<file path="src/rtl/utx_pkg.sv">
package utx_pkg;

    // Widest character and widest frame (start + data + parity + 2 stop)
    localparam int DATA_MAX  = 9;
    localparam int FRAME_MAX = 1 + DATA_MAX + 1 + 2;
    localparam int NBITS_W   = $clog2(FRAME_MAX + 1);

    typedef enum logic [1:0] {
        LEN_7  = 2'd0,
        LEN_8  = 2'd1,
        LEN_9  = 2'd2,
        LEN_8B = 2'd3
    } len_e;

    typedef enum logic [1:0] {
        PAR_OFF  = 2'd0,
        PAR_ODD  = 2'd1,
        PAR_EVEN = 2'd2,
        PAR_OFF2 = 2'd3
    } par_e;

    // Prebuilt frame: bit 0 leaves first
    typedef struct packed {
        logic [FRAME_MAX-1:0] word;
        logic [NBITS_W-1:0]   nbits;
    } frame_t;

    function automatic int unsigned data_bits(len_e l);
        case (l)
            LEN_7:   return 7;
            LEN_9:   return 9;
            default: return 8;
        endcase
    endfunction

    function automatic frame_t build_frame(logic [DATA_MAX-1:0] d, len_e l,
                                           par_e p, logic two);
        frame_t f;
        int unsigned n;
        int unsigned pos;
        logic acc;
        n      = data_bits(l);
        f.word = '1;
        f.word[0] = 1'b0;
        acc    = 1'b0;
        for (int i = 0; i < DATA_MAX; i++) begin
            if (i < int'(n)) begin
                f.word[1+i] = d[i];
                acc         = acc ^ d[i];
            end
        end
        pos = n + 1;
        if (p == PAR_ODD) begin
            f.word[pos] = ~acc;
            pos         = pos + 1;
        end else if (p == PAR_EVEN) begin
            f.word[pos] = acc;
            pos         = pos + 1;
        end
        f.nbits = NBITS_W'(pos + (two ? 2 : 1));
        return f;
    endfunction

endpackage

</file>
<file path="src/rtl/utx_bitclk.sv">
module utx_bitclk #(
    parameter int M_W = 8,
    parameter int OVS = 16
) (
    input  logic           clk,
    input  logic           rst,
    input  logic           run,
    input  logic           src_tick,
    input  logic [M_W-1:0] m,
    output logic           bit_end
);
    // OVS must be a power of two: limit = OVS*(m+1)-1 = {m, all ones}
    localparam int OB = $clog2(OVS);
    localparam int CW = M_W + OB;

    logic [CW-1:0] cnt;
    logic [CW-1:0] lim;

    assign lim     = {m, {OB{1'b1}}};
    assign bit_end = run && src_tick && (cnt == lim);

    always_ff @(posedge clk) begin
        if (rst || !run) begin
            cnt <= '0;
        end else if (src_tick) begin
            cnt <= (cnt == lim) ? '0 : cnt + CW'(1);
        end
    end
endmodule

</file>
<file path="src/rtl/utx_shift.sv">
module utx_shift #(
    parameter int W  = 13,
    parameter int NW = 4
) (
    input  logic          clk,
    input  logic          rst,
    input  logic          load,
    input  logic [W-1:0]  load_word,
    input  logic [NW-1:0] load_nbits,
    input  logic          bit_end,
    output logic          txd,
    output logic          active,
    output logic          last_end
);
    logic [W-1:0]  sh;
    logic [NW-1:0] left;

    assign txd      = active ? sh[0] : 1'b1;
    assign last_end = bit_end && (left == NW'(1));

    always_ff @(posedge clk) begin
        if (rst) begin
            sh     <= '1;
            left   <= '0;
            active <= 1'b0;
        end else if (load) begin
            sh     <= load_word;
            left   <= load_nbits;
            active <= 1'b1;
        end else if (bit_end) begin
            sh   <= {1'b1, sh[W-1:1]};
            left <= left - NW'(1);
            if (left == NW'(1)) begin
                active <= 1'b0;
            end
        end
    end
endmodule

</file>
<file path="src/rtl/uart_tx_serializer.sv">
module uart_tx_serializer
    import utx_pkg::*;
#(
    parameter int M_W = 8,
    parameter int OVS = 16
) (
    input  logic                clk,
    input  logic                rst,
    input  logic                src_tick,
    input  logic                tx_enable,
    input  logic                wr_stb,
    input  logic [DATA_MAX-1:0] wr_data,
    input  logic [1:0]          len_sel,
    input  logic [1:0]          par_sel,
    input  logic                stop2,
    input  logic [M_W-1:0]      div_m,
    input  logic                cts_gate_en,
    input  logic                cts_n,
    input  logic                irq_sel,
    output logic                txd,
    output logic                buf_empty,
    output logic                irq
);
    logic [DATA_MAX-1:0] hold_q;
    logic [M_W-1:0]      m_q;
    logic                sel_q;
    logic                active;
    logic                last_end;
    logic                bit_end;
    logic                cts_ok;
    logic                slot_free;
    logic                load;
    frame_t              nxt;

    // Start condition: enabled, character waiting, clear to send, line free
    assign cts_ok    = !cts_gate_en || !cts_n;
    assign slot_free = !active || last_end;
    assign load      = tx_enable && !buf_empty && cts_ok && slot_free;
    assign nxt       = build_frame(hold_q, len_e'(len_sel), par_e'(par_sel), stop2);

    always_ff @(posedge clk) begin
        if (rst) begin
            hold_q    <= '0;
            buf_empty <= 1'b1;
        end else if (wr_stb) begin
            hold_q    <= wr_data;
            buf_empty <= 1'b0;
        end else if (load) begin
            buf_empty <= 1'b1;
        end
    end

    always_ff @(posedge clk) begin
        if (rst) begin
            m_q   <= '0;
            sel_q <= 1'b0;
            irq   <= 1'b0;
        end else begin
            irq <= (load && !irq_sel) || (last_end && sel_q);
            if (load) begin
                m_q   <= div_m;
                sel_q <= irq_sel;
            end
        end
    end

    utx_bitclk #(.M_W(M_W), .OVS(OVS)) i_bitclk (
        .clk      (clk),
        .rst      (rst),
        .run      (active),
        .src_tick (src_tick),
        .m        (m_q),
        .bit_end  (bit_end)
    );

    utx_shift #(.W(FRAME_MAX), .NW(NBITS_W)) i_shift (
        .clk        (clk),
        .rst        (rst),
        .load       (load),
        .load_word  (nxt.word),
        .load_nbits (nxt.nbits),
        .bit_end    (bit_end),
        .txd        (txd),
        .active     (active),
        .last_end   (last_end)
    );
endmodule

</file>
<file path="config.mk">
export PLATFORM = sky130hd
export DESIGN_NAME = uart_tx_serializer
export DESIGN_NICKNAME = d
export VERILOG_FILES = /design/src/rtl/utx_pkg.sv /design/src/rtl/utx_bitclk.sv /design/src/rtl/utx_shift.sv /design/src/rtl/uart_tx_serializer.sv
export SDC_FILE = /design/constraint.sdc
export NUM_CORES = 1
export LEC_CHECK = 0
export BUFFER_PORTS_ARGS = -buffer_cell sky130_fd_sc_hd__buf_2
export CAP_MARGIN = 20
export CORE_MARGIN = 1
export CORE_UTILIZATION = 25
export CTS_BUF_LIST = sky130_fd_sc_hd__clkbuf_8 sky130_fd_sc_hd__clkbuf_16
export DETAILED_ROUTE_END_ITERATION = 7
export SLEW_MARGIN = 0
export SYNTH_ARGS = -nofsm -noshare
export SYNTH_HDL_FRONTEND = slang
export SYNTH_SLANG_ARGS = --single-unit
</file>
<file path="constraint.sdc">
create_clock -name clk -period 4.3 [get_ports clk]
set_clock_uncertainty 0.15 [all_clocks]
set_input_delay 0.215 -clock clk [delete_from_list [all_inputs] [get_ports clk]]
set_output_delay 0.215 -clock clk [all_outputs]
set_load 0.01 [all_outputs]
</file>
Yosys cells after proc, flatten, opt, wreduce, memory -nomap -nowiden
Index checks and enable logic that the tools add are counted.
- $add $sub $neg: 5
- order comparisons: 11
- equality and inequality tests: 5
- mux-type cells: 39
- bitwise operators: 9
- reduce and logical (&&, ||, !) cells: 23
- operators by type and width (cell ; number):
    < comparator 4 x 32 -> 1 bit (first input constant) ; 4
    < comparator 3 x 32 -> 1 bit (first input constant) ; 2
    two-way mux 13 bit ; 4
    < comparator 1 x 32 -> 1 bit (first input constant) ; 1
    < comparator 2 x 32 -> 1 bit (first input constant) ; 1
    < comparator 5 x 32 -> 1 bit (first input constant) ; 1
    bitwise mux 13 bit ; 2
    two-way mux 1 bit ; 25
    two-way mux 4 bit ; 4
    adder 12 x 1 -> 12 bit (second input constant) ; 1
    equality test 12 bit ; 1
    two-way mux 12 bit ; 1
    logical AND 1 bit ; 9
    case mux 4 bit (2 select lines) ; 1
    bitwise XOR 1 bit ; 8
    nonzero test 2 bit ; 3
    adder 4 x 1 -> 5 bit (second input constant) ; 1
    greater-or-equal comparator 5 x 1 -> 1 bit (second input constant) ; 1
    logical NOT 1 bit ; 5
    < comparator 5 bit (second input constant) ; 1
    adder 4 x 1 -> 4 bit (second input constant) ; 1
    adder 4 x 2 -> 4 bit ; 1
    demux 1 bit (select 4 bit) ; 1
    equality test 2 bit (second input constant) ; 2
    8 further kinds ; 11
- register bits: 50
- input port bits: 30
- output and inout bits: 3
- logic and storage cells: 101

Logic depth before layout (Yosys ltp)
- word-level depth: 24
- depth in mapped cells: 9
- depth with buffers taken out: 7

By module
From an unflattened synthesis, not the netlist that was laid out.
- cell total of the unflattened synthesis: 278
- area, all modules: 2711.4 um^2
- by module, submodules not included (module ; times used ; cells each ; area an instance (um^2) ; sequential area each (um^2)):
    uart_tx_serializer ; 1 ; 118 ; 1117.3 ; 400.4
    utx_shift ; 1 ; 88 ; 954.7 ; 360.3
    utx_bitclk ; 1 ; 72 ; 639.4 ; 240.2

Worst setup path before layout
Ideal clock, no wire load.
- path kind: flip-flop to flip-flop
- from: reg hold_q[0]
- to: reg i_shift.sh[8]
- data arrival time: 1802 ps
- slack: 2228 ps
- cell stages (with the launch flop): 6
- buffers on the path: 0
- clock period less this slack: 2072 ps
- path through: dfxtp_1 > xnor3_1 > xnor3_2 > mux2_4 > mux2_4 > a211o_1
- longest elaborated chain between the ends: 21
- ends and longest elaborated chain (item ; RTL line ; source):
    from (decl) ; uart_tx_serializer.sv:24 ; logic [DATA_MAX-1:0] hold_q;
    from (signal assigned) ; uart_tx_serializer.sv:46 ; hold_q <= wr_data;
    two-way mux 1 bit (*) ; utx_pkg.sv:47 ; if (i < int'(n)) begin
    bitwise XOR 1 bit ; utx_pkg.sv:49 ; acc = acc ^ d[i];
    two-way mux 1 bit (*) ; utx_pkg.sv:47 ;
    bitwise XOR 1 bit ; utx_pkg.sv:49 ;
    two-way mux 1 bit (*) ; utx_pkg.sv:47 ;
    bitwise XOR 1 bit ; utx_pkg.sv:49 ;
    two-way mux 1 bit (*) ; utx_pkg.sv:47 ;
    bitwise XOR 1 bit ; utx_pkg.sv:49 ;
    (+5 left out) ; - ;
    bitwise XOR 1 bit ; utx_pkg.sv:49 ;
    two-way mux 1 bit (*) ; utx_pkg.sv:47 ;
    bitwise XOR 1 bit ; utx_pkg.sv:49 ;
    two-way mux 1 bit (*) ; utx_pkg.sv:47 ;
    bitwise mux 13 bit / inverter 1 bit (equally long branches) ; utx_pkg.sv:57, utx_pkg.sv:54 ;
    two-way mux 13 bit / bitwise mux 13 bit (equally long branches) ; utx_pkg.sv:56, utx_pkg.sv:54 ;
    two-way mux 13 bit (*) ; utx_pkg.sv:53 ; if (p == PAR_ODD) begin
    two-way mux 13 bit (*) ; utx_shift.sv:26 ; end else if (load) begin
    to (signal assigned) ; utx_shift.sv:27 ; sh <= load_word;
    to (signal assigned) ; utx_shift.sv:31 ; sh <= {1'b1, sh[W-1:1]};
    to (decl) ; utx_shift.sv:15 ; logic [W-1:0] sh;
Every way passes the cells marked *; elsewhere a longest branch is shown, timed or not.
A chain may end at the register's enable or synchronous reset.

Worst setup path in the final report
- from: reg i_bitclk.cnt[0]
- to: reg i_shift.sh[9]
- longest elaborated chain between the ends: 6
- ends and longest elaborated chain (item ; RTL line ; source):
    from (decl) ; utx_bitclk.sv:16 ; logic [CW-1:0] cnt;
    from (signal assigned) ; utx_bitclk.sv:26 ; cnt <= (cnt == lim) ? '0 : cnt + CW'(1);
    equality test 12 bit (*) ; utx_bitclk.sv:20 ; assign bit_end = run && src_tick && (cnt == lim);
    logical AND 1 bit (*) ; utx_bitclk.sv:20 ;
    logical AND 1 bit ; utx_shift.sv:19 ; assign last_end = bit_end && (left == NW'(1));
    logical OR 1 bit ; uart_tx_serializer.sv:37 ; assign slot_free = !active || last_end;
    logical AND 1 bit ; uart_tx_serializer.sv:38 ; assign load = tx_enable && !buf_empty && cts_ok && slot_free;
    two-way mux 13 bit / nonzero test 2 bit (equally long branches) ; - ;
Marked as above.

==> impl_metrics.csv <==
group,metric,value,unit
cts,cts.clk_slew.worst_paths,0.09,ns
floorplanning,ios,33,
cts,clock-sinks,50,
layout,antennaDiodeCount,0,
layout,layoutNonFillerInstCount,432,
power_and_ir_drop,max-vdd-ir-drop,0.0001233,V
timing,hold_violations,1,
global_routing,grt_usage,11.05,%
global_routing,grt_pass1_vias,1799,
timing,max_freq,0.3379,GHz
synth,synth_edf_count,0,
outcome,violations,"negative hold slack",
placed_design,placedCellCount,418,
global_routing,grt_pass1_wl,8797,µm
cts,cts_tree,"built",
setup_path,cp-end-kind,"flip-flop",
synth,synth_nets,305,
synth,netlist_instances,270,
hold_path,hp-class,"primary input to flip-flop",
detailed_routing,dr_total_vias,1923,
global_routing,grt_max_degree,40,
timing,whs,-0.001270,ns
cts,clk_latency,0.30,ns
synth,avgSynthCellArea,8.879,µm²
detailed_routing,drt.antenna.violating_nets,0,
timing,setup_viol,0,
global_routing,overflow,0,
floorplanning,std_cell_rows,35,
setup_path,cp_data_required_time,4.35,ns
layout,nFillCells,1019,
synth,synth_top_flop_cell,"dfxtp_1",
synth,async_flop_share,0,%
synth,netlist_top_cells_area,"dfxtp_1 42%, nand2_1 6.4%, xor2_1 5.8%",
setup_path,cp_max_fo,14,
synth,synth_top_area_share,41.75,%
timing,post-route-period-util,68.82,%
layout,multi_input_area,1309,µm²
cts,htreeDepth,2,
setup_path,r2r_slack,1.34,ns
setup_path,crit_path_top_delay_cell,"o21ai_2",
synth,yosysTopAreaCell,"dfxtp_1",
synth,seq_area_frac_synth,41.75,%
detailed_routing,drt-vias-per-instance,4.451,
synth,yosys_register_bits,50,
cts,clock-root-buffer,"clkbuf_8",
layout,seqCellArea,1001,µm²
placed_design,dp_hpwl,3736,µm
floorplanning,die_h,99.93,µm
timing,tightest_slew,0.8299,ns
layout,drive_above_1_share,16.50,%
floorplanning,dieArea,9985,µm²
setup_path,criticalPathCategory,"flip-flop to flip-flop",
setup_path,start_kind,"flip-flop",
synth,ys_warn_count,0,
synth,synth_area,2397,µm²
floorplanning,start_util,25.82,%
detailed_routing,wl,5177,µm
cts,cts_buffers,5,
timing,slew_headroom,44.50,%
cts,clockBufferDepth,2,
global_routing,antenna_found_initial,0,
setup_path,critPathMaxStageDelay,0.56,ns
cts,cts_resized,0,
outcome,status,"finished with violations",
detailed_routing,first_pass_iters,4,
floorplanning,dieWidth,99.93,µm
layout,syn_to_final_growth,17.75,%
flow_run,drv_cap,0,
power_and_ir_drop,powerDensity,328.9,nW/µm²
timing,rsz0062_at_grt,"false",
detailed_routing,post_drt_wl_per_cell,11.98,µm
timing,min_period,2.959,ns
floorplanning,core,9284,µm²
timing,fin_setup_tns,0,ns
placed_design,routabilityCongestion,0.7440,
setup_path,cp.arrival,3.01,ns
timing,slew_viol_final,0,
synth,synthDistinctLibCells,42,
detailed_routing,drc_errors,0,
setup_path,cp_cell_sequence,"ha_1 -> and4_1 -> and3_1 -> nand4_1 -> o21ai_2 -> buf_4 -> nand4b_1 -> a31o_2",
layout,num-nets-final,337,
placed_design,portBuffers,32,
power_and_ir_drop,p_leak,1.151,nW
detailed_routing,drt_iter0_markers,94,
metrics by stage:
step                worst slack [ns]  instance area, µm²  hold slack, ns  power, mW  util, %
finish                         1.341                2823       -0.001270     0.9285    30.40
floorplan                      2.228                2397          0.1713     0.5966        -
global route                   1.031                2823        0.005731     0.9714    30.40
global placement               1.427                2658          0.2772     0.6301    28.63
CTS                            1.306                2823        0.001046     0.9387    30.40
detailed placement             1.323                2658          0.2838     0.6322    28.63
sequential cells by signal (all words and copies together), names as in the netlist:
name            cells
i_shift.active      1
irq                 1
i_shift.left        4
m_q                 8
sel_q               1
i_shift.sh         13
buf_empty           1
hold_q              9
i_bitclk.cnt       12
what timing repair did:
item,CTS,global route
endpoints found under the hold margin,6,0
hold buffers,6,0
buffers inserted,0,0
worst paths after layout:
| check | startpoint | to | cells after the start |
|---|---|---|---|
| hold / removal | wr_data[7] | hold_q[7] | 3 |
| setup / recovery | i_bitclk.cnt[0] | i_shift.sh[9] | 8 |
| hold reg to reg | i_shift.sh[12] | i_shift.sh[12] | 1 |
| setup reg to reg | i_bitclk.cnt[0] | i_shift.sh[9] | 8 |
cell type report:
cell class                      count  area share [%]
Sequential cell                    50           35.46
Timing Repair Buffer               39           8.067
Clock inverter                      1          0.3103
Tap cell                          129           5.718
Multi-Input combinational cell    201           46.37
Inverter                            5          0.6649
Clock buffer                        7           3.413
cells in the final DEF, fill, tap and decap left out, types with 3 or more instances in the layout:
cell	netlist	routed
dfxtp_1	50	50
nand2_1	41	41
buf_2	4	32
nor2_1	30	30
a21oi_1	22	22
xor2_1	16	16
nand3_1	14	14
mux2i_1	13	13
xnor2_1	11	11
a211o_1	7	7
clkbuf_8	0	7
dlygate4sd3_1	0	6
inv_1	5	5
nand2b_1	4	4
ha_1	4	4
a211oi_1	3	3
and3_1	3	3
kinds of logic after synthesis:
group | Yosys count | synth area share (%)
flops | 50 | 41.75
mux | 15 | 6.680
fa+ha+maj | 5 | 2.923
buf+inv | 19 | 3.654
xor+xnor | 30 | 12.47
simple gates | 107 | 20.56
compound gates | 44 | 11.95
cell usage after synthesis (3+ instances only):
cell type and count:
a211oi_1 3, a211o_1 7, and3_1 3, xnor2_1 11, buf_2 4, dfxtp_1 50
nand2b_1 4, nand3_1 14, nor2_1 30, ha_1 4, clkbuf_1 8, a21oi_1 22
xor2_1 16, inv_1 5, mux2i_1 13, nand2_1 41
routing by layer:
metal	track usage (%)	routed length, µm
met1	14.23	2452
met2	18.78	2543
met3	2.159	131
met4	3.054	48
met5	0	0
worst max-delay path: cells and delay by family (launching register included):
family,cells,cell delay [ns]
AND/OR/NAND/NOR,4,1.06
AO/OA/AOI/OAI,2,0.79
flip-flops,1,0.38
buffers and inverters,1,0.30
adder cells (fa/ha/maj),1,0.18
report_power, final:
group | internal [mW] | switching, mW
logic | 0.0676 | 0.0619
clock network | 0.148 | 0.156
registers | 0.481 | 0.0148
(Power assumes the default switching activity.)
